--- config.mk ---
export PLATFORM = sky130hd
export DESIGN_NAME = spi_fifo_irq_unit
export DESIGN_NICKNAME = d
export VERILOG_FILES = /design/src/rtl/spi_fifo_irq_unit.sv
export SDC_FILE = /design/constraint.sdc
export NUM_CORES = 1
export LEC_CHECK = 0
export ABC_AREA = 0
export BUFFER_PORTS_ARGS = -buffer_cell sky130_fd_sc_hd__buf_2
export CAP_MARGIN = 30
export CORE_ASPECT_RATIO = 0.5
export CORE_UTILIZATION = 45
export CTS_BUF_LIST = sky130_fd_sc_hd__clkbuf_4 sky130_fd_sc_hd__clkbuf_8
export CTS_CLUSTER_DIAMETER = 200
export DETAILED_ROUTE_END_ITERATION = 12
export GPL_TIMING_DRIVEN = 0
export PLACE_DENSITY = 0.63
export SETUP_SLACK_MARGIN = 0.1
export SLEW_MARGIN = 15
export SYNTH_ARGS = -nofsm -noshare
export SYNTH_HDL_FRONTEND = slang
export SYNTH_SLANG_ARGS = --single-unit
--- constraint.sdc ---
create_clock -name clk -period 6.24 [get_ports clk]
set_clock_uncertainty 0.2 [all_clocks]
set_input_delay 0.936 -clock clk [delete_from_list [all_inputs] [get_ports clk]]
set_output_delay 0.936 -clock clk [all_outputs]
set_load 0.05 [all_outputs]
--- src/rtl/spi_fifo_irq_unit.sv ---
module spi_fifo_irq_unit #(
  parameter int DEPTH = 32,
  parameter int DW    = 16
) (
  input  logic          clk,
  input  logic          rst_n,
  input  logic          reg_wr,
  input  logic          reg_rd,
  input  logic [3:0]    reg_addr,
  input  logic [DW-1:0] reg_wdata,
  output logic [DW-1:0] reg_rdata,
  input  logic          eng_busy,
  input  logic          eng_tx_pop,
  output logic [DW-1:0] eng_tx_data,
  input  logic          eng_rx_push,
  input  logic [DW-1:0] eng_rx_data,
  input  logic          eng_cs_inactive,
  output logic          irq,
  output logic          dma_tx_req,
  output logic          dma_rx_req
);
  localparam int PW = $clog2(DEPTH);
  localparam int LW = $clog2(DEPTH + 1);
  localparam logic [LW-1:0] FULL = LW'(DEPTH);

  localparam logic [3:0] A_CTRL = 4'd0, A_TXLVL = 4'd1, A_RXLVL = 4'd2, A_STAT = 4'd3,
                         A_RXTHR = 4'd4, A_TXWM = 4'd5, A_RXWM = 4'd6, A_DMA = 4'd7,
                         A_MASK = 4'd8, A_ISTAT = 4'd9, A_IRAW = 4'd10, A_ICLR = 4'd11,
                         A_TXD = 4'd12, A_RXD = 4'd13;

  logic [DW-1:0] txmem [DEPTH];
  logic [DW-1:0] rxmem [DEPTH];
  logic [PW-1:0] txwp, txrp, rxwp, rxrp;
  logic [LW-1:0] txlvl, rxlvl, rxthr, txwm, rxwm;
  logic          en;
  logic [1:0]    dmactl;
  logic [6:0]    mask;
  logic          flg_txo, flg_rxu, flg_rxo, flg_csi;

  wire wr_at_ctrl = reg_wr && reg_addr == A_CTRL;
  wire flush      = wr_at_ctrl && !reg_wdata[0];
  wire thr_open   = reg_wr && !en;

  wire tx_full    = txlvl == FULL;
  wire tx_empty   = txlvl == '0;
  wire rx_full    = rxlvl == FULL;
  wire rx_empty   = rxlvl == '0;

  wire tx_push_req = reg_wr && reg_addr == A_TXD;
  wire tx_push     = tx_push_req && !tx_full;
  wire tx_pop      = eng_tx_pop && !tx_empty;
  wire rx_pop_req  = reg_rd && reg_addr == A_RXD;
  wire rx_pop      = rx_pop_req && !rx_empty;
  wire rx_push     = eng_rx_push && !rx_full;

  wire clr     = reg_wr && reg_addr == A_ICLR;
  wire clr_all = clr && reg_wdata[0];
  wire clr_rxu = clr && (reg_wdata[0] || reg_wdata[1]);
  wire clr_rxo = clr && (reg_wdata[0] || reg_wdata[2]);
  wire clr_txo = clr && (reg_wdata[0] || reg_wdata[3]);

  wire [4:0] status  = {rx_full, rx_empty, tx_empty, tx_full, eng_busy};
  wire [6:0] irq_raw = {flg_csi, 1'b0, rxlvl > rxthr, flg_rxo, flg_rxu, flg_txo, tx_empty};
  wire [6:0] irq_msk = irq_raw & mask;
  wire [DW-1:0] rx_head = rx_empty ? '0 : rxmem[rxrp];

  assign eng_tx_data = tx_empty ? '0 : txmem[txrp];
  assign irq         = |irq_msk;
  assign dma_tx_req  = dmactl[1] && txlvl <= txwm;
  assign dma_rx_req  = dmactl[0] && rxlvl > rxwm;

  always_ff @(posedge clk) begin
    if (tx_push) txmem[txwp] <= reg_wdata;
    if (rx_push) rxmem[rxwp] <= eng_rx_data;
  end

  always_ff @(posedge clk) begin
    if (!rst_n || flush) begin
      txwp <= '0; txrp <= '0; txlvl <= '0;
      rxwp <= '0; rxrp <= '0; rxlvl <= '0;
    end else begin
      if (tx_push) txwp <= txwp + 1'b1;
      if (tx_pop)  txrp <= txrp + 1'b1;
      if (rx_push) rxwp <= rxwp + 1'b1;
      if (rx_pop)  rxrp <= rxrp + 1'b1;
      txlvl <= txlvl + LW'(tx_push) - LW'(tx_pop);
      rxlvl <= rxlvl + LW'(rx_push) - LW'(rx_pop);
    end
  end

  always_ff @(posedge clk) begin
    if (!rst_n) begin
      en <= 1'b0; dmactl <= '0; mask <= '0;
      rxthr <= '0; txwm <= '0; rxwm <= '0;
    end else begin
      if (wr_at_ctrl) en <= reg_wdata[0];
      if (reg_wr && reg_addr == A_DMA)  dmactl <= reg_wdata[1:0];
      if (reg_wr && reg_addr == A_MASK) mask <= reg_wdata[6:0];
      if (thr_open && reg_addr == A_RXTHR) rxthr <= reg_wdata[LW-1:0];
      if (thr_open && reg_addr == A_TXWM)  txwm  <= reg_wdata[LW-1:0];
      if (thr_open && reg_addr == A_RXWM)  rxwm  <= reg_wdata[LW-1:0];
    end
  end

  always_ff @(posedge clk) begin
    if (!rst_n) begin
      flg_txo <= 1'b0; flg_rxu <= 1'b0; flg_rxo <= 1'b0; flg_csi <= 1'b0;
    end else begin
      flg_txo <= (flg_txo && !clr_txo) || (tx_push_req && tx_full);
      flg_rxu <= (flg_rxu && !clr_rxu) || (rx_pop_req && rx_empty);
      flg_rxo <= (flg_rxo && !clr_rxo) || (eng_rx_push && rx_full);
      flg_csi <= (flg_csi && !clr_all) || eng_cs_inactive;
    end
  end

  always_comb begin
    case (reg_addr)
      A_CTRL:  reg_rdata = DW'(en);
      A_TXLVL: reg_rdata = DW'(txlvl);
      A_RXLVL: reg_rdata = DW'(rxlvl);
      A_STAT:  reg_rdata = DW'(status);
      A_RXTHR: reg_rdata = DW'(rxthr);
      A_TXWM:  reg_rdata = DW'(txwm);
      A_RXWM:  reg_rdata = DW'(rxwm);
      A_DMA:   reg_rdata = DW'(dmactl);
      A_MASK:  reg_rdata = DW'(mask);
      A_ISTAT: reg_rdata = DW'(irq_msk);
      A_IRAW:  reg_rdata = DW'(irq_raw);
      A_RXD:   reg_rdata = rx_head;
      default: reg_rdata = '0;
    endcase
  end

  p_level_bound_r2: assert property (@(posedge clk) disable iff (!rst_n)
    txlvl <= FULL && rxlvl <= FULL);

  p_no_overflow_r3: assert property (@(posedge clk) disable iff (!rst_n)
    (tx_push_req && tx_full && !eng_tx_pop) |=> (txlvl == FULL && flg_txo));

  p_underflow_flag_r5: assert property (@(posedge clk) disable iff (!rst_n)
    (rx_pop_req && rx_empty) |=> flg_rxu);

  p_irq_needs_mask_r10: assert property (@(posedge clk) disable iff (!rst_n)
    irq |-> (mask != '0));

  p_thr_locked_r12: assert property (@(posedge clk) disable iff (!rst_n)
    (en && reg_wr && reg_addr == A_RXTHR) |=> $stable(rxthr));

  p_flush_empties_r13: assert property (@(posedge clk) disable iff (!rst_n)
    flush |=> (txlvl == '0 && rxlvl == '0));
endmodule

==> reports/summary.txt, run 1 <==
share of the synthesized area in the top cell type = 70.7%
Worst path max stage delay = 0.79 ns
Peak VDD IR = 0.221 mV
DR vias = 21858
final routed DRC violation total = 0
M1 GR Usage = 30.5%
hpwl dp = 66700 µm
global routing usage on met2 = 32.6%
final hold violations = 0
Worst R2R Start = txlvl[2]
minimum clock period = 5.63 ns
DR WL/cell = 26.5 µm
hold slack = 0.142 ns
vias in the first global route = 22347
Hold Path Class = input port to register
Crit Reg-Reg Endpoint = txlvl[4]
Worst path slowest cell = a2111oi_1
PortBufs = 78
post-DR vias/cell = 5.72
crit-path cells = buf_2 -> buf_1 -> mux4_2 -> a211oi_1 -> a211oi_1 -> a2111oi_1 -> o21ai_1 -> buf_2
GRT Resource Usage Total = 21.1%
Final Routed Wirelength = 101000 µm
share of cells above drive strength 1 = 31.7%
initial drt markers = 2323
Net Count, Synth = 2232
I/O Pins = 79
RSZ-0062 raised after global routing = no
largest area contributor in the netlist = edfxtp_1
FF+latch count, synth = 1098
Post-CTS Hold Buffers = 0
Worst Setup EP = reg_rdata[3]
met3 usage in global routing = 4.12%
Critical Path RT = 5.10 ns
ys async rst share = 0%
crit path DAT = 4.49 ns
fin cells = 3824
CTS root buf = clkbuf_8
Worst-path clk slew = 0.07 ns
delay-heaviest family, CP = compound AO/OA/AOI/OAI gates
total CTS buffers = 154
Post-synth top cells = edfxtp_1 (1024), mux4_2 (309), nor2_1 (116)
max-slew violations = 0
routability cong. = 0.886
first-pass GRT wire length = 149000 µm
main area contributors after synthesis = edfxtp_1 (71%), mux4_2 (16%), dfxtp_1 (3.4%), ha_1 (1.3%), nor2_1 (1.0%)
H-Tree Depth = 4
Total Power = 16.4 mW
clock latency at the later pin of the worst-skew pair = 0.82 ns
pwr/cell area = 330 nW/µm²
r2r worst-path depth = 16
Die Y-Extent = 222 µm
Pre-antenna DRT Iters = 5
gr busiest metal = met2
Primary FF master, synth = edfxtp_1
count leader, synth = edfxtp_1
Post-CTS Setup Inserts = 0
status = finished, final reports clean
share of the yosys chip area belonging to registers = 74.2%
Reg2Reg Setup Slack = 2.28 ns
Detail Route Antenna Nets = 0
FP Rows = 80
Floorplan Core Area = 95500 µm²
initial antenna violation count = 1
Leak = 15.5 nW
die area = 97900 µm²
Sink Count = 1098
pin count of the biggest net entering global routing = 39
CTS tree = done
total grt overflow = 0
yosys warns = 0
Worst setup SP type = register
Tcrit/Tclk final = 90.2%
cts repair resizes = 0
MaxCap Viol Count = 0
stages on the worst setup path = 8
Post-synth EDFFs = 1024
Worst Setup End Kind = output pin
WP buf/inv = 3
Yosys cell types = 55
Rel. slew slack = 35.8%
clk buf depth = 3
Crit Path Class = register to output pin
initial core utilization = 45.5%
syn avg cell area = 20.3 µm²
Filler cells = 7588
# nets final = 2525
Die W = 442 µm
Final TNS setup = 0 ns
Worst Path Max Fanout = 10
Gate Count Post-Synth = 2140
Slew @ Worst Pin = 0.963 ns
area growth from synthesis to layout = 14.2%
Cells after DPL = 3547
Final Cell Area = 49600 µm²
Cell Area, Synth = 43500 µm²
Max Freq = 178 MHz
Final Setup Violations = 0
Area after DPL = 46500 µm²
per-layer routing:
metal / vias up / wire (µm)
met5: - / 0
met4: 0 / 2180
met3: 140 / 6500
met2: 802 / 47800
met1: 11582 / 44700
li1: 9334 / -
cell type report:
cell class | instances | area [µm²] | share of cell area (%)
Sequential cell | 1098 | 32200 | 64.9
Multi-Input combinational cell | 851 | 10600 | 21.4
Clock buffer | 217 | 2690 | 5.41
Tap cell | 1271 | 1590 | 3.20
Timing Repair Buffer | 137 | 1280 | 2.58
Buffer | 111 | 509 | 1.03
Clock inverter | 58 | 409 | 0.824
Inverter | 80 | 300 | 0.605
Antenna cell | 1 | 2.50 | 0.00504
metrics by stage:
step	setup slack (ns)	utilization [%]
2_1_floorplan	2.34	-
3_3_place_gp	1.22	47.6
3_5_place_dp	1.20	48.7
4_1_cts	0.434	52.0
5_1_grt	0.445	52.0
6_report	0.609	52.0
worst reg2reg max path: stages, from the launching register on:
cell,delay (ns)
dfxtp_1,0.38
inv_1,0.11
ha_1,0.15
nor3b_1,0.47
nand2_1,0.20
clkbuf_1,0.36
and2_1,0.28
clkbuf_1,0.17
ha_1,0.31
inv_1,0.04
ha_1,0.20
fa_1,0.44
a21oi_1,0.16
nor2_1,0.05
nor2_1,0.11
xor2_1,0.16
nor2_1,0.05
cells by family after synthesis:
group	after synthesis	share of synthesized area, %
compound gates	144	2.14
xor+xnor	23	0.463
fa+ha+maj	48	1.42
buf+inv	191	1.86
flops	1098	74.2
mux	342	16.8
simple gates	294	3.18
worst min path at each step:
stage	slack, ns	endpoint	start	depth (start not counted)
after floorplan	0.24	en	en	2
after global placement	0.26	en	en	2
after detailed placement	0.27	en	en	2
after CTS	0.05	flg_csi	eng_cs_inactive	3
after global routing	0.12	flg_csi	eng_cs_inactive	3
final	0.14	flg_csi	eng_cs_inactive	3
placed cells by master (no fill, tap or decap), drive strengths merged, types with 46 or more instances in the layout:
master / count
ha: 46
nor2: 116
inv: 83
dfxtp: 74
mux4: 309
nand3: 53
edfxtp: 1024
clkbuf: 277
nand2: 53
buf: 188
flip-flops by register name (all words and copies together), names as in the netlist, 5 cells and up, named ones only:
register,cells
mask,7
rxlvl,6
rxmem,512
rxrp,5
rxthr,6
rxwm,6
rxwp,5
txlvl,6
txmem,512
txrp,5
txwm,6
txwp,5
power breakdown:
part / total [mW] / leakage [nW] / switching [mW] / internal (mW)
Sequential: 8.21 / 9.81 / 0.0743 / 8.14
Combinational: 2.45 / 4.08 / 1.44 / 1.01
Clock: 5.72 / 1.62 / 2.73 / 2.99
Total: 16.4 / 15.5 / 4.25 / 12.1
Power figures use the tool's default switching activity.
==> run 2: changes to the inputs <==
Settings changed: CORE_UTILIZATION 45 to 65, PLACE_DENSITY 0.63 to 0.85.
==> run 2 against run 1 <==
  * Critical path depth increased by 2
  * Non-clock buffer count up 7
  * Final cell count shrank 11%
  * Register-to-register slack about the same
  * Utilization rose by 23 points
  * Combinational power rose by 3%
  * Via count increased by 8.3%
  * Sequential share of layout area increased by 0.95 points
  * Maximum frequency grew 9.3%
  * Global-route usage increased by 12 points
  * Worst setup slack improved by 0.48 ns
  * Wire length is 9.8% higher
  * Largest cell class unchanged
  * Largest power group unchanged
==> reports/summary.txt, run 2 (synthesis results as in run 1) <==
post-DR vias/cell = 6.92 (+21%)
Worst Setup End Kind = output pin
commonest non-fill, non-tap cell in the layout = edfxtp_1
cts repair resizes = 0 (unchanged)
GRT Resource Usage Total = 33.6% (+12 points)
# nets final = 2523 (-0.079%)
Worst Path Max Fanout = 7 (-3)
clock latency at the later pin of the worst-skew pair = 0.80 ns (-0.02 ns)
Post-CTS Setup Inserts = 0 (unchanged)
Final Cell Area = 48900 µm² (-1.4%)
status = finished, final reports clean
MaxCap Viol Count = 0 (unchanged)
initial drt markers = 3212 (+38%)
crit path DAT = 4.02 ns (-0.47 ns)
pwr/cell area = 332 nW/µm² (+0.48%)
clk buf depth = 3 (unchanged)
minimum clock period = 5.15 ns (-0.479 ns)
Final TNS setup = 0 ns (unchanged)
hpwl dp = 70600 µm (+5.9%)
RSZ-0062 raised after global routing = no
routability cong. = 0.897 (+1.2%)
most frequent cells in the layout = edfxtp_1 (1024), mux4_2 (309), clkbuf_8 (158)
CTS root buf = clkbuf_8
total grt overflow = 0 (unchanged)
initial antenna violation count = 0 (-1)
Sink Count = 1098 (unchanged)
DR WL/cell = 32.5 µm (+23%)
area growth from synthesis to layout = 12.6%
Peak VDD IR = 0.239 mV (+8.1%)
PortBufs = 78 (unchanged)
Worst path max stage delay = 0.65 ns (-0.14 ns)
final hold violations = 0 (unchanged)
Final Routed Wirelength = 111000 µm (+9.8%)
Area after DPL = 46000 µm² (-1.1%)
Worst path slowest cell = a211oi_1
Total Power = 16.2 mW (-0.97%)
Critical Path RT = 5.10 ns (about the same)
share of cells above drive strength 1 = 31.3% (-0.31 points)
I/O Pins = 79 (unchanged)
Die W = 368 µm (-17%)
Detail Route Antenna Nets = 0 (unchanged)
CTS tree = done
Die Y-Extent = 185 µm (-17%)
final routed DRC violation total = 0 (unchanged)
biggest regs = rxmem (512), txmem (512), mask (7)
Hold Path Class = input port to register
vias in the first global route = 23982 (+7.3%)
first-pass GRT wire length = 160000 µm (+7.0%)
Max Freq = 194 MHz (+9.3%)
die area = 68000 µm² (-31%)
max-slew violations = 0 (unchanged)
DR vias = 23668 (+8.3%)
Rel. slew slack = 30.1% (-5.7 points)
Ant. Diodes = 0 (-1)
Crit Path Class = register to output pin
Slew @ Worst Pin = 1.05 ns (+0.0853 ns)
Pre-antenna DRT Iters = 5 (unchanged)
Leak = 15.4 nW (-0.54%)
Worst-path clk slew = 0.07 ns (about the same)
initial core utilization = 66.3% (+21 points)
crit-path cells = inv_1 -> ha_1 -> nand4bb_1 -> and3b_1 -> clkbuf_1 -> nand2b_1 -> a211oi_1 -> a2111oi_1 -> o21ai_1 -> buf_2
Post-CTS Hold Buffers = 0 (unchanged)
FP Rows = 66 (-18%)
Floorplan Core Area = 65600 µm² (-31%)
Worst setup SP type = register
pin count of the biggest net entering global routing = 39 (unchanged)
total CTS buffers = 145 (-5.8%)
Tcrit/Tclk final = 82.6% (-7.7 points)
Filler cells = 3416 (-55%)
Final Setup Violations = 0 (unchanged)
H-Tree Depth = 4 (unchanged)
==> run 2: cell types whose count changed in the layout (fill, tap and decap cells not counted), sizes merged <==
cell,delta
clkbuf,-17
clkinvlp,-1
clkinv,-3
bufinv,+1
buf,+7
inv,-3
diode,-1
==> run 2: path summary, 6_finish.rpt <==
| path | startpoint | to | slack [ns] | cells past startpoint |
|---|---|---|---|---|
| worst max-delay path | rxlvl[2] | reg_rdata[3] | 1.09 | 10 |
| worst min-delay path | eng_cs_inactive | flg_csi | 0.19 | 3 |
| worst max register to register | txlvl[2] | txlvl[4] | 2.27 | 16 |
| worst min register to register | en | en | 0.28 | 2 |
==> run 2: per-stage QoR <==
stage / utilization [%] / instances / setup slack (ns) / hold WS, ns
final: 74.6 / 3420 / 1.09 / 0.193
after global routing: 74.6 / 3420 / 0.978 / 0.175
after floorplan: - / 2140 / 2.34 / 0.238
after global placement: 68.6 / 3102 / 1.46 / 0.254
after CTS: 74.6 / 3418 / 0.997 / 0.137
after detailed placement: 70.2 / 3166 / 1.50 / 0.266
==> run 2: final cells by class <==
cell class	instances	area [µm²]	area share, %
flip-flops and latches	1098	32200	65.9
multi-input cells	851	10600	21.6
clock buffers	200	2490	5.09
repair buffers	144	1320	2.69
well taps	884	1110	2.26
plain buffers	111	509	1.04
clock inverters	52	397	0.811
inverters	80	300	0.614
==> run 2: report_power, final <==
| group | switching, mW | internal, mW | leakage [nW] | total, mW |
|---|---|---|---|---|
| clock | 2.65 | 2.83 | 1.51 | 5.47 |
| sequential | 0.0856 | 8.14 | 9.81 | 8.22 |
| combinational | 1.51 | 1.01 | 4.11 | 2.52 |
| total | 4.24 | 12.0 | 15.4 | 16.2 |
==> run 2: worst max-delay path: cells and delay by family (launching register included) <==
kind                     cells  cell delay [ns]
AO/OA/AOI/OAI                3             0.99
buffers and inverters        3             0.79
AND/OR/NAND/NOR              3             0.73
flip-flops                   1             0.48
adder cells (fa/ha/maj)      1             0.23
==> run 2: layer usage <==
layer / up-vias / wire length (µm) / GRT usage (%)
li1: 9306 / - / -
met1: 12034 / 38400 / 42.3
met2: 1953 / 55500 / 56.2
met3: 375 / 11500 / 7.24
met4: 0 / 5700 / 17.3
met5: - / 0 / 0
==> run 3: changes to the inputs <==
Settings changed: CORE_UTILIZATION 65 to 59, PLACE_DENSITY 0.85 to 0.82.
Clock period 6.24 ns to 4.31 ns, I/O delays scaled along.
==> run 3 against run 2 <==
  * Power is 43% higher
  * Critical path depth is 1 lower
  * Utilization is 6.2 points lower
  * Count of clock-buffer cells in the layout is 1 lower
  * Worst hold slack worse by 0.046 ns
  * Final cell count is 1.9% higher
  * Combinational power is 46% higher
  * Critical path type unchanged
==> reports/summary.txt, run 3 (synthesis results as in run 1) <==
status = finished, final reports clean
Finished Core Util = 68.4% (-6.2 points)
Peak VDD IR = 0.371 mV (+55%)
Die Y-Extent = 194 µm (+4.9%)
Final Setup Violations = 0 (unchanged)
Final Routed Wirelength = 101000 µm (-8.7%)
Area after DPL = 46100 µm² (+0.18%)
pin count of the biggest net entering global routing = 39 (unchanged)
post-DR vias/cell = 6.48 (-6.3%)
share of cells above drive strength 1 = 32.6% (+1.2 points)
Total Power = 23.1 mW (+43%)
Final TNS setup = 0 ns (unchanged)
first-pass GRT wire length = 150000 µm (-6.1%)
routability cong. = 0.912 (+1.7%)
CTS root buf = clkbuf_8
GRT Resource Usage Total = 27.9% (-5.7 points)
Detail Route Antenna Nets = 0 (unchanged)
Crit Path Class = register to output pin
total CTS buffers = 146 (+0.69%)
final routed DRC violation total = 0 (unchanged)
commonest non-fill, non-tap cell in the layout = edfxtp_1
I/O Pins = 79 (unchanged)
biggest regs = rxmem (512), txmem (512), mask (7)
H-Tree Depth = 4 (unchanged)
Ant. Diodes = 0 (unchanged)
Worst Setup End Kind = output pin
FF/Latch Area = 32200 µm² (about the same)
initial core utilization = 60.4% (-5.9 points)
Leak = 15.5 nW (+0.28%)
DR WL/cell = 29.1 µm (-10%)
area of the multi-input gates = 10700 µm² (+0.98%)
Worst path slowest cell = mux4_2
Filler cells = 4208 (+23%)
area growth from synthesis to layout = 13.1%
Final Cell Area = 49200 µm² (+0.50%)
die area = 74800 µm² (+10%)
FP Rows = 69 (+4.5%)
Die W = 386 µm (+4.9%)
total grt overflow = 0 (unchanged)
crit-path cells = clkbuf_4 -> buf_4 -> buf_4 -> mux4_2 -> mux2i_2 -> a211oi_4 -> a2111oi_4 -> o21ai_1 -> clkbuf_4
initial antenna violation count = 1 (+1)
Max Freq = 240 MHz
pwr/cell area = 471 nW/µm² (+42%)
Critical Path RT = 3.46 ns (-1.64 ns)
most frequent cells in the layout = edfxtp_1 (1024), mux4_2 (309), clkbuf_8 (152)
Tcrit/Tclk final = 96.8%
Worst setup SP type = register
hpwl dp = 67100 µm (-5.0%)
Cells after DPL = 3236 (+2.2%)
Worst path max stage delay = 0.37 ns (-0.28 ns)
crit path DAT = 3.32 ns (-0.70 ns)
CTS tree = done
Post-CTS Setup Inserts = 0 (unchanged)
Slew @ Worst Pin = 0.911 ns (-0.137 ns)
clk buf depth = 3 (unchanged)
clock latency at the later pin of the worst-skew pair = 0.80 ns (about the same)
Hold Path Class = input port to register
Pre-antenna DRT Iters = 6 (+1)
Worst Path Max Fanout = 10 (+3)
DR vias = 22601 (-4.5%)
final hold violations = 0 (unchanged)
PortBufs = 78 (unchanged)
Sink Count = 1098 (unchanged)
vias in the first global route = 23132 (-3.5%)
minimum clock period = 4.17 ns
MaxCap Viol Count = 0 (unchanged)
# nets final = 2521 (-0.079%)
Worst-path clk slew = 0.07 ns (about the same)
fin cells = 3486 (+1.9%)
Rel. slew slack = 39.3% (+9.1 points)
RSZ-0062 raised after global routing = yes
initial drt markers = 2902 (-9.7%)
max-slew violations = 0 (unchanged)
Floorplan Core Area = 71900 µm² (+9.7%)
-- run 3: changes by cell type in the layout (fill, tap and decap cells not counted), moves of 5 or more --
cell      before  now
buf_8         44   55
buf_1          9    1
clkbuf_4      42   57
clkbuf_8     158  152
clkinv_1      26   33
clkbuf_2       0   22
clkinv_2      13    6
a211oi_1       9    4
clkbuf_1      60   36
buf_2        110   82
buf_4          6   16
-- run 3: path summary, 6_finish.rpt --
path	from	endpoint	slack, ns	cells after the start
worst min-delay path	reg_rd	flg_rxu	0.15	5
worst max register to register	txlvl[2]	txlvl[4]	0.54	16
worst min register to register	en	en	0.29	2
worst max-delay path	register	reg_rdata[3]	0.14	9
-- run 3: power breakdown --
group,switching [mW],internal (mW)
registers,0.111,11.8
clock network,3.73,3.83
logic,2.16,1.54
total,5.99,17.2
-- run 3: layout make-up --
class                   count  area share, %
flip-flops and latches   1098           65.5
inverters                  80          0.611
plain buffers             110           1.44
well taps                 958           2.44
repair buffers            142           2.67
clock inverters            48          0.588
clock buffers             199           4.97
multi-input cells         851           21.7
-- run 3: per-layer routing --
metal	routed length, µm	part of all wire, %	up-vias	global-route usage (%)
met2	50800	50	1337	45.2
met4	3120	3.1	2	9.56
met1	38100	38	11718	37.5
met5	8	0.0079	-	0
met3	9430	9.3	238	6.67
li1	-	-	9306	-
-- run 3: what timing repair did --
item,CTS,global route
endpoints found under the hold margin,4,0
setup endpoints to repair,32,32
resized for setup,84,32
pin swaps,0,3
hold buffers,4,0
-- run 3: per-stage QoR --
stage               setup WS, ns  hold slack (ns)
floorplan                  0.990            0.238
global placement           0.155            0.274
detailed placement         0.103            0.272
CTS                       0.0577           0.0977
global route              0.0676            0.128
finish                     0.140            0.147
-- run 3: critical path: cells and delay by family (launching register included) --
kind / cells / cell delay [ns]
buffers and inverters: 4 / 0.98
multiplexers: 2 / 0.64
AO/OA/AOI/OAI: 3 / 0.57
flip-flops: 1 / 0.31
